### src/rtl/sdram_seq_pkg.sv
package sdram_seq_pkg;

  typedef struct packed {
    logic       full;  // full-page length
    logic [1:0] lg;    // log2 of fixed burst length
    logic       ilv;   // interleaved ordering requested
    logic       cl3;   // read latency 3 when set
  } seq_mode_t;

  localparam seq_mode_t MODE_RESET = '{full: 1'b0, lg: 2'd0, ilv: 1'b0, cl3: 1'b1};

  function automatic seq_mode_t decode_mode(input logic [2:0] bl, input logic ilv,
                                            input logic cl3);
    seq_mode_t m;
    m.full = 1'b0;
    m.lg   = 2'd0;
    m.ilv  = ilv;
    m.cl3  = cl3;
    case (bl)
      3'd1:    m.lg = 2'd1;
      3'd2:    m.lg = 2'd2;
      3'd3:    m.lg = 2'd3;
      3'd7:    m.full = 1'b1;
      default: m.lg = 2'd0;
    endcase
    return m;
  endfunction

endpackage

### src/rtl/sdram_mode_reg.sv
module sdram_mode_reg
  import sdram_seq_pkg::*;
(
  input  logic      clk,
  input  logic      rst_n,
  input  logic      load,
  input  logic      busy,
  input  logic [2:0] bl,
  input  logic      ilv,
  input  logic      cl3,
  output seq_mode_t mode
);

  seq_mode_t mode_q;
  seq_mode_t mode_d;
  logic      mode_en;

  always_comb begin
    mode_en = load & ~busy;
    mode_d  = decode_mode(bl, ilv, cl3);
  end

  always_ff @(posedge clk or negedge rst_n) begin
    if (!rst_n) begin
      mode_q <= MODE_RESET;
    end else if (mode_en) begin
      mode_q <= mode_d;
    end
  end

  assign mode = mode_q;

endmodule

### src/rtl/sdram_col_gen.sv
module sdram_col_gen
  import sdram_seq_pkg::*;
#(
  parameter int COL_W  = 9,
  parameter int ROW_W  = 13,
  parameter int BANK_W = 2
) (
  input  logic              clk,
  input  logic              rst_n,
  input  seq_mode_t         mode,
  input  logic              cmd_valid,
  input  logic              cmd_write,
  input  logic [BANK_W-1:0] cmd_bank,
  input  logic [ROW_W-1:0]  cmd_row,
  input  logic [COL_W-1:0]  cmd_col,
  input  logic              stop,
  output logic              active,
  output logic              write,
  output logic [BANK_W-1:0] bank,
  output logic [ROW_W-1:0]  row,
  output logic [COL_W-1:0]  col
);

  localparam logic [COL_W-1:0] ONE = COL_W'(1);

  logic              act_q, act_d;
  logic              wr_q, wr_d;
  logic              full_q, full_d;
  logic              ilv_q, ilv_d;
  logic [BANK_W-1:0] bank_q, bank_d;
  logic [ROW_W-1:0]  row_q, row_d;
  logic [COL_W-1:0]  start_q, start_d;
  logic [COL_W-1:0]  mask_q, mask_d;
  logic [COL_W-1:0]  cnt_q, cnt_d;
  logic              last_beat;
  logic              upd_en;

  always_comb begin
    last_beat = ~full_q & (cnt_q == mask_q);
    upd_en    = cmd_valid | act_q;
    act_d   = act_q;
    wr_d    = wr_q;
    full_d  = full_q;
    ilv_d   = ilv_q;
    bank_d  = bank_q;
    row_d   = row_q;
    start_d = start_q;
    mask_d  = mask_q;
    cnt_d   = cnt_q;
    if (cmd_valid) begin
      act_d   = 1'b1;
      wr_d    = cmd_write;
      full_d  = mode.full;
      ilv_d   = mode.ilv & ~mode.full;
      bank_d  = cmd_bank;
      row_d   = cmd_row;
      start_d = cmd_col;
      mask_d  = mode.full ? '1 : ((ONE << mode.lg) - ONE);
      cnt_d   = '0;
    end else if (act_q) begin
      if (stop || last_beat) begin
        act_d = 1'b0;
      end else begin
        cnt_d = cnt_q + ONE;
      end
    end
  end

  always_ff @(posedge clk or negedge rst_n) begin
    if (!rst_n) begin
      act_q   <= 1'b0;
      wr_q    <= 1'b0;
      full_q  <= 1'b0;
      ilv_q   <= 1'b0;
      bank_q  <= '0;
      row_q   <= '0;
      start_q <= '0;
      mask_q  <= '0;
      cnt_q   <= '0;
    end else if (upd_en) begin
      act_q   <= act_d;
      wr_q    <= wr_d;
      full_q  <= full_d;
      ilv_q   <= ilv_d;
      bank_q  <= bank_d;
      row_q   <= row_d;
      start_q <= start_d;
      mask_q  <= mask_d;
      cnt_q   <= cnt_d;
    end
  end

  logic [COL_W-1:0] low_part;

  always_comb begin
    low_part = ilv_q ? (start_q ^ cnt_q) : (start_q + cnt_q);
    col      = (start_q & ~mask_q) | (low_part & mask_q);
  end

  assign active = act_q;
  assign write  = wr_q;
  assign bank   = bank_q;
  assign row    = row_q;

endmodule

### src/rtl/sdram_rd_pipe.sv
module sdram_rd_pipe #(
  parameter int CL_MIN = 2,
  parameter int CL_MAX = 3,
  localparam int NLAT  = CL_MAX - CL_MIN + 1,
  localparam int CLW   = $clog2(CL_MAX + 1)
) (
  input  logic           clk,
  input  logic           rst_n,
  input  logic           beat_rd,
  input  logic [CLW-1:0] cas_lat,
  output logic           rd_valid
);

  logic [NLAT-1:0] tap;

  for (genvar g = 0; g < NLAT; g++) begin : g_lat
    localparam int L = CL_MIN + g;
    logic [L-1:0] sh_q, sh_d;
    logic         push;

    always_comb begin
      push = beat_rd & (cas_lat == CLW'(L));
      sh_d = {sh_q[L-2:0], push};
    end

    always_ff @(posedge clk or negedge rst_n) begin
      if (!rst_n) begin
        sh_q <= '0;
      end else begin
        sh_q <= sh_d;
      end
    end

    assign tap[g] = sh_q[L-1];
  end

  assign rd_valid = |tap;

endmodule

### src/rtl/sdram_burst_seq.sv
module sdram_burst_seq
  import sdram_seq_pkg::*;
#(
  parameter int COL_W  = 9,
  parameter int ROW_W  = 13,
  parameter int BANK_W = 2,
  parameter int CL_MIN = 2,
  parameter int CL_MAX = 3
) (
  input  logic              clk,
  input  logic              rst_n,
  input  logic              mode_load,
  input  logic [2:0]        mode_bl,
  input  logic              mode_ilv,
  input  logic              mode_cl3,
  input  logic              cmd_valid,
  input  logic              cmd_write,
  input  logic [BANK_W-1:0] cmd_bank,
  input  logic [ROW_W-1:0]  cmd_row,
  input  logic [COL_W-1:0]  cmd_col,
  input  logic              burst_stop,
  output logic              col_valid,
  output logic              col_write,
  output logic [BANK_W-1:0] col_bank,
  output logic [ROW_W-1:0]  col_row,
  output logic [COL_W-1:0]  col_addr,
  output logic              rd_valid
);

  localparam int CLW = $clog2(CL_MAX + 1);

  logic [1:0] rst_sync_q;
  logic       rst_s;

  always_ff @(posedge clk or negedge rst_n) begin
    if (!rst_n) begin
      rst_sync_q <= 2'b00;
    end else begin
      rst_sync_q <= {rst_sync_q[0], 1'b1};
    end
  end

  assign rst_s = rst_sync_q[1];

  seq_mode_t      mode_q;
  logic [CLW-1:0] cas_lat;

  sdram_mode_reg u_mode (
    .clk  (clk),
    .rst_n(rst_s),
    .load (mode_load),
    .busy (col_valid),
    .bl   (mode_bl),
    .ilv  (mode_ilv),
    .cl3  (mode_cl3),
    .mode (mode_q)
  );

  sdram_col_gen #(
    .COL_W (COL_W),
    .ROW_W (ROW_W),
    .BANK_W(BANK_W)
  ) u_col (
    .clk      (clk),
    .rst_n    (rst_s),
    .mode     (mode_q),
    .cmd_valid(cmd_valid),
    .cmd_write(cmd_write),
    .cmd_bank (cmd_bank),
    .cmd_row  (cmd_row),
    .cmd_col  (cmd_col),
    .stop     (burst_stop),
    .active   (col_valid),
    .write    (col_write),
    .bank     (col_bank),
    .row      (col_row),
    .col      (col_addr)
  );

  assign cas_lat = mode_q.cl3 ? CLW'(3) : CLW'(2);

  sdram_rd_pipe #(
    .CL_MIN(CL_MIN),
    .CL_MAX(CL_MAX)
  ) u_rd (
    .clk     (clk),
    .rst_n   (rst_s),
    .beat_rd (col_valid & ~col_write),
    .cas_lat (cas_lat),
    .rd_valid(rd_valid)
  );

endmodule

### config.mk
export PLATFORM = sky130hd
export DESIGN_NAME = sdram_burst_seq
export DESIGN_NICKNAME = d
export VERILOG_FILES = /design/src/rtl/sdram_seq_pkg.sv /design/src/rtl/sdram_mode_reg.sv /design/src/rtl/sdram_col_gen.sv /design/src/rtl/sdram_rd_pipe.sv /design/src/rtl/sdram_burst_seq.sv
export SDC_FILE = /design/constraint.sdc
export NUM_CORES = 1
export LEC_CHECK = 0
export ABC_AREA = 1
export BUFFER_PORTS_ARGS = -buffer_cell sky130_fd_sc_hd__buf_4
export CAP_MARGIN = 5
export CORE_ASPECT_RATIO = 0.8
export CORE_MARGIN = 2
export CORE_UTILIZATION = 50
export CTS_CLUSTER_SIZE = 8
export DETAILED_ROUTE_END_ITERATION = 10
export GPL_TIMING_DRIVEN = 1
export PLACE_DENSITY = 0.75
export RECOVER_POWER = 100
export SLEW_MARGIN = 20
export SYNTH_ARGS = -nofsm -noshare
export SYNTH_HDL_FRONTEND = slang
export SYNTH_SLANG_ARGS = --single-unit
### constraint.sdc
create_clock -name clk -period 2.2 [get_ports clk]
set_input_delay 0.11 -clock clk [delete_from_list [all_inputs] [get_ports clk]]
set_output_delay 0.11 -clock clk [all_outputs]
set_load 0.02 [all_outputs]
==> metrics.yaml, run 1 <==
syn_nets: 427
vias: 2722
drtPass1Iterations: 4
worst_ir_drop_vdd_v: 0.0004100
grt-ovfl-total: 0
syn_avg_cell_area_um2: 7.704
synth_edf_count: 0
period_needed_ps: 2167
grt_max_degree: 37
hold_violations: 0
hpwl_um: 4834
first_global_vias: 2638
utilization_pct: 69.96
drive_gt1_share_pct: 22.06
synthFlopType: "dfrtp_1"
drt-total-wl_um: 7087
antenna_found_initial: 0
place_inst: 515
holdCritPathClass: "in2reg"
critical_path_buf_inv_count: 3
fin_skew_ps: 7.670
cp-start-kind: "flip-flop"
fin_nets: 512
required_ps: 2090
fp.dieArea_um2: 6503
crit_arrival_ps: 2060
htreeDepth: 2
cts_root_buf: "clkbuf_8"
cts_buffer_depth: 2
drcViolationCount: 0
viasPerCell: 4.994
clk_pin_slew_ps: 100
synth_cell_types: 32
coreArea_um2: 5555
setup_viol: 0
final_antenna_net_count: 0
ios: 62
cts_tree: "done"
max_stage_delay_ps: 370
grt_usage_pct: 23.29
ys.warnings.count: 0
power.density_nw_per_um2: 643.9
fin_cells: 545
min_period_over_period_pct: 98.51
rsz0062_at_grt: "true"
n_fill_cell: 452
fmax_ghz: 0.4614
slowest_stage: "dfrtp_1"
synth_seq_cells: 55
synthesis.area_um2: 2935
relSlewSlack_pct: 29.12
die_h_um: 72.53
diodes: 0
cts.sinks: 55
outcome: "completed"
num_rows: 24
crit_top_cell: "nand2_2"
path_class: "reg2out"
tightest_slew_ps: 1063
slew_violations: 0
worstSetupEndpointType: "output pin"
drv_cap: 0
area_growth_pct: 32.40
io_buffers: 61
synth-async-reset-ratio_pct: 100.0
cts_made_buffers: 5
leakage_nw: 2.125
path_cells: "ha_2 -> inv_2 -> fa_2 -> inv_2 -> nand2_2 -> nand2_4 -> nand3_4 -> nand2_2 -> nand2_2 -> nand2_2 -> nand3_2 -> nand2_1 -> nand2_1 -> buf_6"
detail_route.wl_per_cell_um: 13.00
crit_fanout: 2
die_w_um: 89.67
clkLatencyLatePin_ps: 310
place.gp.congestion: 0.8720
grt_pass1_wl_um: 11700
crit_family: "simple AND/OR/NAND/NOR gates"
syn_inst: 381
initial_core_util_pct: 52.84
drtIter0Drc: 179
seq_area_frac_synth_pct: 46.93
==> layout by cell type (no fill, tap or decap), types with 14 or more instances in the layout <==
master	instances
dlygate4sd3_1	20
buf_4	52
o21ai_0	19
nand3_1	25
nand4_1	15
clkbuf_4	14
inv_1	48
dfrtp_1	53
nand2_1	143
==> worst reg2reg max path, cell delays in order, from the launching register on <==
cell and delay, ps:
dfrtp_1 430, buf_4 200, nand2_1 60, o21ai_1 80, nand2_1 80, nor2_2 150
nand2_4 140, nand2_8 120, nand3_1 80, nand2_1 60
==> power breakdown <==
part	internal (mW)	switching, mW
sequential	1.11	0.0839
combinational	0.269	0.363
clock	0.341	0.333
total	1.72	0.779
==> timing repair <==
action | CTS | global route
setup buffers | 2 | 0
endpoints found under the hold margin | 21 | 0
setup endpoints to repair | 3 | 6
gates resized for setup | 4 | 19
pin swaps | 0 | 4
hold buffers | 20 | 0
==> cell usage after synthesis, types with 2 or more instances <==
| library cell | number | area [µm²] |
|---|---|---|
| xnor2_1 | 2 | 17.52 |
| ha_1 | 10 | 125.1 |
| dfrtp_1 | 54 | 1351 |
| xor2_1 | 4 | 35.03 |
| buf_4 | 3 | 22.52 |
| nand2_1 | 151 | 566.8 |
| clkbuf_1 | 6 | 22.52 |
| nor2_2 | 3 | 18.77 |
| a22oi_1 | 3 | 22.52 |
| a21oi_1 | 2 | 10.01 |
| nand4_1 | 15 | 93.84 |
| o21ai_0 | 21 | 105.1 |
| buf_2 | 2 | 10.01 |
| nand3_1 | 29 | 145.1 |
| nor2_1 | 8 | 30.03 |
| o21ai_1 | 3 | 15.01 |
| inv_1 | 50 | 187.7 |
==> stage by stage <==
step	power, mW	hold slack (ps)	cell area (µm²)	setup WS (ps)	setup TNS, ps
final	2.502	0.9801	3886	32.87	0
after detailed placement	1.796	-106.1	3495	238.5	0
after floorplan	1.554	-185.6	2935	275.7	0
after global routing	2.630	8.343	3886	-115.4	-264.4
after CTS	2.499	0.5828	3827	40.40	0
after global placement	1.781	-107.1	3495	285.6	0
==> cell families (layout without fill, tap and decap cells) <==
group | Yosys count | count (layout) | share of synthesized area, %
XOR/XNOR | 6 | 6 | 1.790
adder cells (fa/ha/maj) | 11 | 11 | 4.945
AO/OA/AOI/OAI | 31 | 31 | 5.754
other | 1 | 1 | 0.1278
flip-flops | 55 | 55 | 46.93
AND/OR/NAND/NOR | 214 | 214 | 31.93
buffers and inverters | 63 | 149 | 8.525
==> registers in the layout, summed over array words and instances (netlist names) <==
register,cells
u_col.mask_q,6
u_col.cnt_q,9
u_mode.mode,5
rst_sync_q,2
u_col.bank,2
u_col.write,1
u_col.ilv_q,1
u_rd.g_lat.sh_q,5
u_col.start_q,9
u_col.active,1
u_col.row,13
u_col.full_q,1
==> worst paths after layout <==
kind | from | end | slack (ps) | cells after the start
max | u_col.start_q[0]$_DFFE_PN0P_ | col_addr[8] | 30 | 14
min | cmd_col[4] | u_col.start_q[4]$_DFFE_PN0P_ | 1 | 3
max reg2reg | u_col.cnt_q[4]$_DFFE_PN0P_ | u_col.cnt_q[1]$_DFFE_PN0P_ | 720 | 9
min reg2reg | u_rd.g_lat[1].sh_q[1]$_DFF_PN0_ | u_rd.g_lat[1].sh_q[2]$_DFF_PN0_ | 360 | 0
max in group asynchronous | rst_sync_q[1]$_DFF_PN0_ | u_mode.mode[0]$_DFFE_PN1P_ | 970 | 1
min in group asynchronous | rst_n | rst_sync_q[1]$_DFF_PN0_ | 120 | 2
==> final cells by class <==
type	instances	area, µm²	area share, %
sequential	55	1379	35.48
multi-input combinational	263	1378	35.45
timing repair buffer	89	730.7	18.80
inverter	52	195.2	5.023
tap	78	97.59	2.511
clock buffer	7	76.32	1.964
clock inverter	1	30.03	0.7727
==> metal layers <==
layer  vias to the layer above  routed length (µm)  part of all wire [%]  track usage [%]
li1                       1361                   -                     -                -
met1                      1272                3210                    45            32.37
met2                        81                3328                    47            37.50
met3                         8                 458                   6.5            5.006
met4                         0                  89                   1.3            5.473
met5                         -                   0                     0                0
(Power assumes the default switching activity.)
==> run 2: changes to the inputs <==
--- a/config.mk
+++ b/config.mk
@@ -14,6 +14,7 @@
 export CTS_CLUSTER_SIZE = 8
 export DETAILED_ROUTE_END_ITERATION = 10
 export GPL_TIMING_DRIVEN = 1
+export MAX_ROUTING_LAYER = met4
 export PLACE_DENSITY = 0.75
 export RECOVER_POWER = 100
 export SLEW_MARGIN = 20
==> run 2 against run 1 <==
Sequential cell count did not move. Clock skew up 0.89 ps. Combinational power about the same. Wire length down 0.25%. First-iteration DRC count shrank 15%. Highest routed layer unchanged.
==> metrics.yaml, run 2 (synthesis results as in run 1) <==
outcome: "completed"
required_ps: 2090
drtIter0Drc: 153
crit_arrival_ps: 2060
die_w_um: 89.67
ios: 62
htreeDepth: 2
combinationalPowerShare_pct: 25.3
die_h_um: 72.53
layout_common_cells: "143 x nand2_1, 53 x dfrtp_1, 52 x buf_4"
drcViolationCount: 0
period_needed_ps: 2166
antenna_found_initial: 0
tightest_slew_ps: 1058
place.gp.congestion: 0.8863
pre_cts_slack_ps: 238.5
worstSetupEndpointType: "output pin"
num_rows: 24
crit_fanout: 2
drt-total-wl_um: 7069
total_power_mw: 2.502
clk_pin_slew_ps: 100
io_buffers: 61
diodes: 0
hold_violations: 0
viasPerCell: 5.002
min_period_over_period_pct: 98.47
grt_max_degree: 37
grt-ovfl-total: 0
first_global_vias: 2636
rsz0062_at_grt: "true"
path_class: "reg2out"
cts_tree: "done"
area_growth_pct: 32.40
grt_usage_pct: 23.99
clkLatencyLatePin_ps: 310
drive_gt1_share_pct: 22.06
relSlewSlack_pct: 29.49
worst_ir_drop_vdd_v: 0.0004077
crit_top_cell: "nand2_2"
p_clk_share_pct: 26.9
slew_violations: 0
cts_made_buffers: 5
setup_viol: 0
max_stage_delay_ps: 370
power.density_nw_per_um2: 643.9
switching_power_uw: 779.3
leakage_nw: 2.125
initial_core_util_pct: 52.84
cp-start-kind: "flip-flop"
fin_ws_ps: 33.63
cts_root_buf: "clkbuf_8"
detail_route.wl_per_cell_um: 12.97
hpwl_um: 4834
final_antenna_net_count: 0
internal_power_mw: 1.723
n_fill_cell: 452
fin_nets: 512
fp.dieArea_um2: 6503
fin_skew_ps: 8.557
slowest_stage: "dfrtp_1"
fmax_ghz: 0.4616
coreArea_um2: 5555
power.share.switching_pct: 31.14
final_common_cell: "nand2_1"
holdCritPathClass: "in2reg"
drv_cap: 0
drtPass1Iterations: 5
utilization_pct: 69.96
path_cells: "ha_2 -> inv_2 -> fa_2 -> inv_2 -> nand2_2 -> nand2_4 -> nand3_4 -> nand2_2 -> nand2_2 -> nand2_2 -> nand3_2 -> nand2_1 -> nand2_1 -> buf_6"
grt_pass1_wl_um: 11700
cts_buffer_depth: 2
cts.sinks: 55
vias: 2726
largest_reg_flops: 13
p_seq_share_pct: 47.8
-- run 2: cell counts in the layout (fill, tap and decap cells not counted) --
Identical to the previous run, type by type.
-- run 2: cell type report --
cell class / instances / area (µm²) / share of cell area (%)
Tap cell: 78 / 97.59 / 2.511
Multi-Input combinational cell: 263 / 1378 / 35.45
Inverter: 52 / 195.2 / 5.023
Clock buffer: 7 / 76.32 / 1.964
Clock inverter: 1 / 30.03 / 0.7727
Timing Repair Buffer: 89 / 730.7 / 18.80
Sequential cell: 55 / 1379 / 35.48
-- run 2: path summary, 6_finish.rpt --
path,start,to,slack [ps],depth (start not counted)
max reg2reg,u_col.cnt_q[4]$_DFFE_PN0P_,u_col.cnt_q[1]$_DFFE_PN0P_,720,9
min reg2reg,u_rd.g_lat[1].sh_q[1]$_DFF_PN0_,u_rd.g_lat[1].sh_q[2]$_DFF_PN0_,360,0
max,u_col.start_q[0]$_DFFE_PN0P_,col_addr[8],30,14
min,cmd_col[4],u_col.start_q[4]$_DFFE_PN0P_,1,3
max in group asynchronous,rst_sync_q[1]$_DFF_PN0_,u_mode.mode[0]$_DFFE_PN1P_,980,1
min in group asynchronous,rst_n,rst_sync_q[1]$_DFF_PN0_,110,2
-- run 2: timing repair --
action,4_1_cts,5_1_grt
endpoints found under the hold margin,21,0
pin swaps,0,4
setup buffers,2,0
resized for setup,4,19
hold buffers,20,0
setup endpoints to repair,3,6
-- run 2: worst max-delay path: cells and delay by family (launching register included) --
| family | cells | cell delay, ps |
|---|---|---|
| buf+inv | 3 | 240 |
| fa+ha+maj | 2 | 530 |
| flops | 1 | 370 |
| simple gates | 9 | 610 |
-- run 2: stage by stage --
step / setup TNS, ps / area (µm²) / cells / hold WS, ps
6_report: 0 / 3886 / 545 / 0.9668
5_1_grt: -264.4 / 3886 / 545 / 8.346
4_1_cts: 0 / 3827 / 545 / 0.5828
3_5_place_dp: 0 / 3495 / 515 / -106.1
3_3_place_gp: 0 / 3495 / 515 / -107.1
2_1_floorplan: 0 / 2935 / 381 / -185.6
-- run 2: per-layer routing --
layer	part of all wire [%]	track usage (%)	vias up
met2	47	37.50	95
li1	-	-	1364
met5	0	-	-
met3	7.1	4.209	8
met1	45	32.89	1259
met4	1.2	5.473	0
-- run 2: power groups by stage --
stage	clock network, mW	registers [mW]	logic [mW]
5_1_grt	0.724	1.21	0.697
6_report	0.674	1.20	0.633
3_5_place_dp	0	1.22	0.580
3_3_place_gp	0	1.21	0.568
2_1_floorplan	0	1.23	0.322
4_1_cts	0.684	1.19	0.621
